File: src/rtl/fcmp4_pkg.sv
package fcmp4_pkg;
  localparam int LANES = 4;
  localparam int LANE_W = 32;
  localparam int EXP_W = 8;
  localparam int MAN_W = 23;
  localparam int VEC_W = LANES * LANE_W;

  typedef enum logic [2:0] {
    PRED_EQ   = 3'd0,
    PRED_LT   = 3'd1,
    PRED_LE   = 3'd2,
    PRED_UNO  = 3'd3,
    PRED_NE   = 3'd4,
    PRED_NLT  = 3'd5,
    PRED_NLE  = 3'd6,
    PRED_ORD  = 3'd7
  } predE;

  typedef struct packed {
    logic capture;
    logic scalarSel;
    logic [2:0] pred;
  } ctrlS;
endpackage

File: src/rtl/fcmp4_ctrl.sv
module fcmp4_ctrl
  import fcmp4_pkg::*;
(
  input  logic       clk,
  input  logic       rstN,
  input  logic       inValid,
  input  logic       isScalar,
  input  logic [2:0] predCode,
  output ctrlS       ctrl,
  output logic       resValid
);
  always_comb begin
    ctrl.capture   = inValid;
    ctrl.scalarSel = isScalar;
    ctrl.pred      = predCode;
  end

  always_ff @(posedge clk) begin
    if (!rstN) resValid <= 1'b0;
    else       resValid <= inValid;
  end
endmodule

File: src/rtl/fcmp4_lane.sv
module fcmp4_lane
  import fcmp4_pkg::*;
#(
  parameter int W = LANE_W,
  parameter int EW = EXP_W,
  parameter int MW = MAN_W
) (
  input  logic [W-1:0] a,
  input  logic [W-1:0] b,
  input  logic [2:0]   pred,
  output logic         hit
);
  logic aNan, bNan, unord, aZero, bZero;
  logic eq, lt;

  always_comb begin
    aNan  = (&a[W-2 -: EW]) && (|a[MW-1:0]);
    bNan  = (&b[W-2 -: EW]) && (|b[MW-1:0]);
    unord = aNan || bNan;
    aZero = ~|a[W-2:0];
    bZero = ~|b[W-2:0];
    eq = (a == b) || (aZero && bZero);
    // sign-magnitude ordering
    if (eq) lt = 1'b0;
    else if (a[W-1] != b[W-1]) lt = a[W-1];
    else if (a[W-1]) lt = a[W-2:0] > b[W-2:0];
    else lt = a[W-2:0] < b[W-2:0];

    unique case (predE'(pred))
      PRED_EQ:  hit = !unord && eq;
      PRED_LT:  hit = !unord && lt;
      PRED_LE:  hit = !unord && (lt || eq);
      PRED_UNO: hit = unord;
      PRED_NE:  hit = unord || !eq;
      PRED_NLT: hit = unord || !lt;
      PRED_NLE: hit = unord || !(lt || eq);
      default:  hit = !unord;
    endcase
  end
endmodule

File: src/rtl/fcmp4_dp.sv
module fcmp4_dp
  import fcmp4_pkg::*;
#(
  parameter int N = LANES,
  parameter int W = LANE_W,
  localparam int VW = N * W
) (
  input  logic          clk,
  input  logic          rstN,
  input  ctrlS          ctrl,
  input  logic [VW-1:0] srcA,
  input  logic [VW-1:0] srcB,
  output logic [VW-1:0] resMask
);
  logic [VW-1:0] nextMask;

  for (genvar g = 0; g < N; g++) begin : gLane
    logic hit;
    fcmp4_lane #(.W(W)) u_lane (
      .a(srcA[g*W +: W]), .b(srcB[g*W +: W]), .pred(ctrl.pred), .hit(hit)
    );
    if (g == 0) begin : gLow
      assign nextMask[W-1:0] = {W{hit}};
    end else begin : gHigh
      assign nextMask[g*W +: W] = ctrl.scalarSel ? srcA[g*W +: W] : {W{hit}};
    end
  end

  always_ff @(posedge clk) begin
    if (!rstN) resMask <= '0;
    else if (ctrl.capture) resMask <= nextMask;
  end
endmodule

File: src/rtl/fcmp4_top.sv
module fcmp4_top
  import fcmp4_pkg::*;
(
  input  logic               clk,
  input  logic               rstN,
  input  logic               inValid,
  input  logic               isScalar,
  input  logic [2:0]         predCode,
  input  logic [VEC_W-1:0]   srcA,
  input  logic [VEC_W-1:0]   srcB,
  output logic               resValid,
  output logic [VEC_W-1:0]   resMask
);
  ctrlS ctrl;

  fcmp4_ctrl u_ctrl (
    .clk(clk), .rstN(rstN), .inValid(inValid), .isScalar(isScalar),
    .predCode(predCode), .ctrl(ctrl), .resValid(resValid)
  );

  fcmp4_dp u_dp (
    .clk(clk), .rstN(rstN), .ctrl(ctrl), .srcA(srcA), .srcB(srcB),
    .resMask(resMask)
  );
endmodule

File: config.mk
export PLATFORM = sky130hd
export DESIGN_NAME = fcmp4_top
export DESIGN_NICKNAME = d
export VERILOG_FILES = /design/src/rtl/fcmp4_pkg.sv /design/src/rtl/fcmp4_ctrl.sv /design/src/rtl/fcmp4_lane.sv /design/src/rtl/fcmp4_dp.sv /design/src/rtl/fcmp4_top.sv
export SDC_FILE = /design/constraint.sdc
export NUM_CORES = 1
export LEC_CHECK = 0
export BUFFER_PORTS_ARGS = -buffer_cell sky130_fd_sc_hd__buf_2
export CAP_MARGIN = 25
export CORE_AREA = 4 4 150 152
export DETAILED_ROUTE_END_ITERATION = 10
export DIE_AREA = 0 0 154 156
export GPL_TIMING_DRIVEN = 0
export PLACE_DENSITY = 0.85
export SLEW_MARGIN = 20
export SYNTH_ARGS = -nofsm -noshare
export SYNTH_HDL_FRONTEND = slang
export SYNTH_SLANG_ARGS = --single-unit
File: constraint.sdc
create_clock -name clk -period 2.94 [get_ports clk]
set_input_delay 0.588 -clock clk [delete_from_list [all_inputs] [get_ports clk]]
set_output_delay 0.588 -clock clk [all_outputs]
set_load 0.01 [all_outputs]
* Word-level counts from Yosys, hierarchy flattened
Cells that the tools add are included.
** Word-level totals
- Output and inout bits :: 129
- Flip-flop bits (word level) :: 129
- Bits of input ports :: 263
- Logic and storage cells :: 140
** Operators by class
- Muxes and demuxes :: 19
- Order comparisons :: 8
- Eq/ne operators :: 14
- Reductions and logical operators :: 97
** Operators by type and width (count)
- 31-bit OR reduction :: 8
- 23-bit OR reduction :: 8
- 32-bit == test :: 4
- 31-bit > comparator :: 4
- 31-bit < comparator :: 4
- 32-bit 2-to-1 mux :: 3
- 8-bit AND reduction :: 8
- 1-bit case mux with 7 select lines :: 4
- 1-bit logical AND :: 24
- 1-bit logical NOT :: 24
- 1-bit logical OR :: 24
- 1-bit 2-to-1 mux :: 12
- 3-bit == test (second input constant) :: 3
- 3-bit by 2-bit == test with 1-bit output (second input constant) :: 2
- 1-bit inequality test :: 4
- 3-bit by 1-bit == test with 1-bit output (second input constant) :: 1
- 3-bit logical NOT :: 1

* Depth between registers and ports, before layout
- Depth in word-level cells :: 10
- Depth in mapped cells :: 12
- Gate-level depth less buffers :: 11

* By module
A second synthesis with hierarchy kept.
** Second synthesis, totals
- Cells, all modules :: 1135
- Area, all modules :: 8886.0 um^2
** Modules (own cells, without submodules)
- fcmp4_dp :: area each 4087.7 um^2, times used 1, cells each 472
- fcmp4_lane (u_dp.gLane[0].u_lane ...) :: area each 1188.6 um^2, times used 3, cells each 164
- fcmp4_lane (u_dp.gLane[3].u_lane) :: area each 1168.6 um^2, times used 1, cells each 164
- fcmp4_ctrl :: area each 63.8 um^2, times used 1, cells each 7

* Worst setup path before layout
Ideal clock, no wire load.
- Path type :: input port to flip-flop
- From :: in srcB[59]
- To :: reg u_dp.resMask[38]
- Required time :: 2.790 ns
- Data arrival time :: 2.628 ns
- Slack :: 0.162 ns
- Stages :: 11
- Path through :: inv_1 -> ha_1 -> and3_1 -> nand3_1 -> nor4_2 -> a22oi_1 -> a221o_1 -> a221oi_2 -> a211o_4 -> buf_12 -> a31oi_2
** On the way
- Cells in the longest elaborated chain, start to end :: 10
- Elaborated cells on any way between the ends :: 26
- Classes of those cells :: order compare (2); eq/ne (1); mux (5); reduce/logical (18)
** Ends and longest elaborated chain
- start: declaration :: RTL line fcmp4_top.sv:10 : input logic [VEC_W-1:0] srcB,
- parallel branches: the longest is 8 deep, another holds 31-bit < comparator
- 1-bit case mux with 7 select lines (*) :: RTL line fcmp4_lane.sv:29 : unique case (predE'(pred))
- 32-bit 2-to-1 mux (*) :: RTL line fcmp4_dp.sv:25 : assign nextMask[g*W +: W] = ctrl.scalarSel ? srcA[g*W +: W] : {W{hit}};
- end signal: assignment :: RTL line fcmp4_dp.sv:31 : else if (ctrl.capture) resMask <= nextMask;
- end: declaration :: RTL line fcmp4_dp.sv:13 : output logic [VW-1:0] resMask
Every way passes the cells marked *.
A chain may end at the register's enable or synchronous reset.

* Final worst setup path
- From :: in srcA[64]
- To :: reg u_dp.resMask[87]
** On the way
- Cells in the longest elaborated chain, start to end :: 10
- Elaborated cells on any way between the ends :: 26
- Classes of those cells :: order compare (2); eq/ne (1); mux (5); reduce/logical (18)
** Ends and longest elaborated chain
- start: declaration :: RTL line fcmp4_top.sv:9 : input logic [VEC_W-1:0] srcA,
- parallel branches: the longest is 8 deep, another holds 31-bit < comparator
- 1-bit case mux with 7 select lines (*) :: RTL line fcmp4_lane.sv:29
- 32-bit 2-to-1 mux (*) :: RTL line fcmp4_dp.sv:25
Marks and branches as above.

==> impl_metrics.env <==
export IMPL_status="finished clean"
export IMPL_cap_violations=0
export IMPL_syn_avg_cell_area_um2=7.44
export IMPL_io_buffers=388
export IMPL_synthAdderAreaFrac=0.180
export IMPL_clk_latency_ns=0.34
export IMPL_yosysWarnings=0
export IMPL_cp_arrival_ns=3.15
export IMPL_grt_pass1_vias=10149
export IMPL_cp_num_buf_inv=3
export IMPL_setup_viol_count_final=0
export IMPL_cts_sinks=98
export IMPL_muxShareOfSynthArea=0.00363
export IMPL_relSlewSlack=0.429
export IMPL_synth_top_cell_area_share=0.227
export IMPL_worstMarginPinSlew_ns=0.854
export IMPL_rr_startpoint="u_dp.resMask[31]"
export IMPL_cts_root_buf="clkbuf_16"
export IMPL_grt_total_usage=0.260
export IMPL_synth_top_family_by_area="compound AO/OA/AOI/OAI gates"
export IMPL_whs_endpoint="u_dp.resMask[96]"
export IMPL_synth_area_leaders="dfxtp_1 (23%), ha_1 (18%), nand2_1 (7.1%)"
export IMPL_netlist_top_cell_by_area="dfxtp_1"
export IMPL_fin_crit_sh=0.977
export IMPL_hold_class="in -> reg"
export IMPL_synth_compound_area_share=0.253
export IMPL_hold_ws_ns=0.515
export IMPL_worst_path_largest_cell_delay_ns=0.43
export IMPL_drt_pass1_iterations=5
export IMPL_vdd_drop_max_mv=0.235
export IMPL_synth_cell_type_count=62
export IMPL_drive_gt1_frac=0.313
export IMPL_ys_ff_latch=98
export IMPL_vias=10561
export IMPL_multi_input_area_mm2=0.00579
export IMPL_synthSimpleGateAreaFrac=0.217
export IMPL_slowest_stage="nor4_1"
export IMPL_synth_main_ff_cell="dfxtp_1"
export IMPL_clock_skew_ns=0
export IMPL_path_clk_slew_ns=0.08
export IMPL_p_leak_nw=5.79
export IMPL_fmax_ghz=0.348
export IMPL_grt_max_degree=34
export IMPL_initial_core_util=0.410
export IMPL_syn_area_mm2=0.00863
export IMPL_totalWireLength_mm=33.9
export IMPL_routedWlPerCell_um=18.3
export IMPL_fin_crit_ns=2.87
export IMPL_end_kind="flip-flop"
export IMPL_final_cell_mix="buf_2 (392), nand2_1 (164), inv_1 (132)"
export IMPL_boundaryPins=392
export IMPL_cts_htree_levels=3
export IMPL_postRouteAntennaNets=0
export IMPL_crit_fanout=10
export IMPL_ctsHoldBuffers=0
export IMPL_die_x_um=154
export IMPL_grt_overflow=0
export IMPL_drtIter0Drc=704
export IMPL_rr_worst_depth=1
export IMPL_tns_ns=0
export IMPL_path_delay_family="compound AO/OA/AOI/OAI gates"
export IMPL_rows=53
export IMPL_start_kind="input port"
export IMPL_die_area_mm2=0.0240
export IMPL_synth_xor_area_frac=0.00406
export IMPL_cts_buffer_depth=2
export IMPL_antenna_found_initial=2
export IMPL_gp_congestion=0.967
export IMPL_hold_viol_final=0
export IMPL_regToRegSetupSlack_ns=1.90
export IMPL_numCtsBuffers=9
export IMPL_dp_cells=1823
export IMPL_synthCells=1160
export IMPL_ys_seq_area_frac=0.227
export IMPL_cp_cell_sequence="buf_2 > nor4_1 > and4_1 > nand3_1 > a22oi_2 > or3_1 > a21oi_1 > a311oi_1 > o211ai_2 > buf_6 > buf_8 > a31oi_1"
export IMPL_fp_dieH_um=156
export IMPL_drcViolationCount=0
export IMPL_synthToLayoutAreaGrowth_pct=32.1
export IMPL_nFillCells=2030
export IMPL_fin_nets=1952
export IMPL_finalNonFillerCells=1846
export IMPL_whs_path_depth=3
export IMPL_synth_edff_count=0
export IMPL_finalMaxSlewViolations=0
export IMPL_core_area_mm2=0.0210
export IMPL_cts_tree="done"
export IMPL_hpwlAfterDp_mm=28.3
export IMPL_seq_area_mm2=0.00196
export IMPL_async_flop_share=0
export IMPL_powerDensity_mw_per_mm2=365
export IMPL_layout_commonest_cell="buf_2"
export IMPL_crit_type="in -> reg"
export IMPL_syn_num_nets=1547
export IMPL_crit_required_ns=3.21
export IMPL_detail_route_vias_per_cell=5.72
export IMPL_grt_pass1_wl_mm=51.4
export IMPL_hp_start="srcA[96]"
export IMPL_r2r_end="u_dp.resMask[31]"
-- layer usage --
metal / track usage / vias up / share of wire
met5: 0 / - / 0.00038
met4: 0.0883 / 2 / 0.033
met3: 0.0602 / 86 / 0.090
met2: 0.463 / 520 / 0.49
met1: 0.309 / 4877 / 0.39
li1: - / 5076 / -
-- synthesized netlist by cell type, drive strengths merged (27+ instances only) --
| master | n |
|---|---|
| a21oi | 90 |
| buf | 41 |
| nor2 | 27 |
| nand4 | 51 |
| inv | 132 |
| nor4 | 62 |
| nand2 | 164 |
| o21ai | 80 |
| ha | 124 |
| dfxtp | 98 |
| clkbuf | 50 |
| o221ai | 35 |
| a31oi | 67 |
-- logic make-up (layout without fill, tap and decap cells) --
kind of cell	Yosys count	in the layout
buf+inv	223	633
xor+xnor	4	4
mux	3	3
simple gates	376	376
other cells	0	1
compound gates	332	332
flops	98	98
fa+ha+maj	124	124
-- state kept, by name, indices dropped and copies added, names as in the netlist --
name and flops:
u_ctrl.resValid 1, u_dp.resMask 97
-- worst max path at each step --
stage	slack [ns]	from	end	cells past startpoint
2_1_floorplan	0.16	srcB[59]	u_dp.resMask[38]	11
3_3_place_gp	-0.70	srcA[122]	u_dp.resMask[102]	11
3_5_place_dp	-0.74	srcB[122]	u_dp.resMask[117]	12
4_1_cts	0.007	srcA[90]	u_dp.resMask[78]	13
5_1_grt	-0.04	srcB[90]	u_dp.resMask[94]	15
6_report	0.07	srcA[64]	u_dp.resMask[87]	12
-- per-stage QoR --
stage | power (mW) | cell area (µm²) | utilization | setup slack (ns)
2_1_floorplan | 2.30 | 8630 | - | 0.162
3_3_place_gp | 2.92 | 10900 | 0.519 | -0.697
3_5_place_dp | 2.95 | 10900 | 0.519 | -0.737
4_1_cts | 4.15 | 11300 | 0.536 | 0.00736
5_1_grt | 4.39 | 11400 | 0.542 | -0.0389
6_report | 4.16 | 11400 | 0.542 | 0.0670
-- worst min-delay path, stage by stage --
cell     delay, ns
buf_2         0.12
nand2_1       0.05
a21oi_1       0.05
-- power by group --
part | total, mW | internal [mW] | leakage (nW) | switching (mW)
combinational | 1.46 | 0.622 | 4.84 | 0.841
clock | 1.18 | 0.590 | 0.135 | 0.594
sequential | 1.51 | 1.44 | 0.814 | 0.0739
-- repair_timing --
action | 4_1_cts | 5_1_grt
setup endpoints to repair | 93 | 91
setup buffers | 3 | 3
gates resized for setup | 7 | 27
pin swaps | 1 | 9
-- layout make-up --
cell class              instances  share of cell area
multi-input cells             839               0.508
repair buffers                394               0.175
flip-flops and latches         98               0.172
plain buffers                  91              0.0459
inverters                     132              0.0435
well taps                     275              0.0302
clock buffers                   9              0.0198
clock inverters                 7             0.00505
diodes                          1            0.000220
Power figures use the tool's default switching activity.
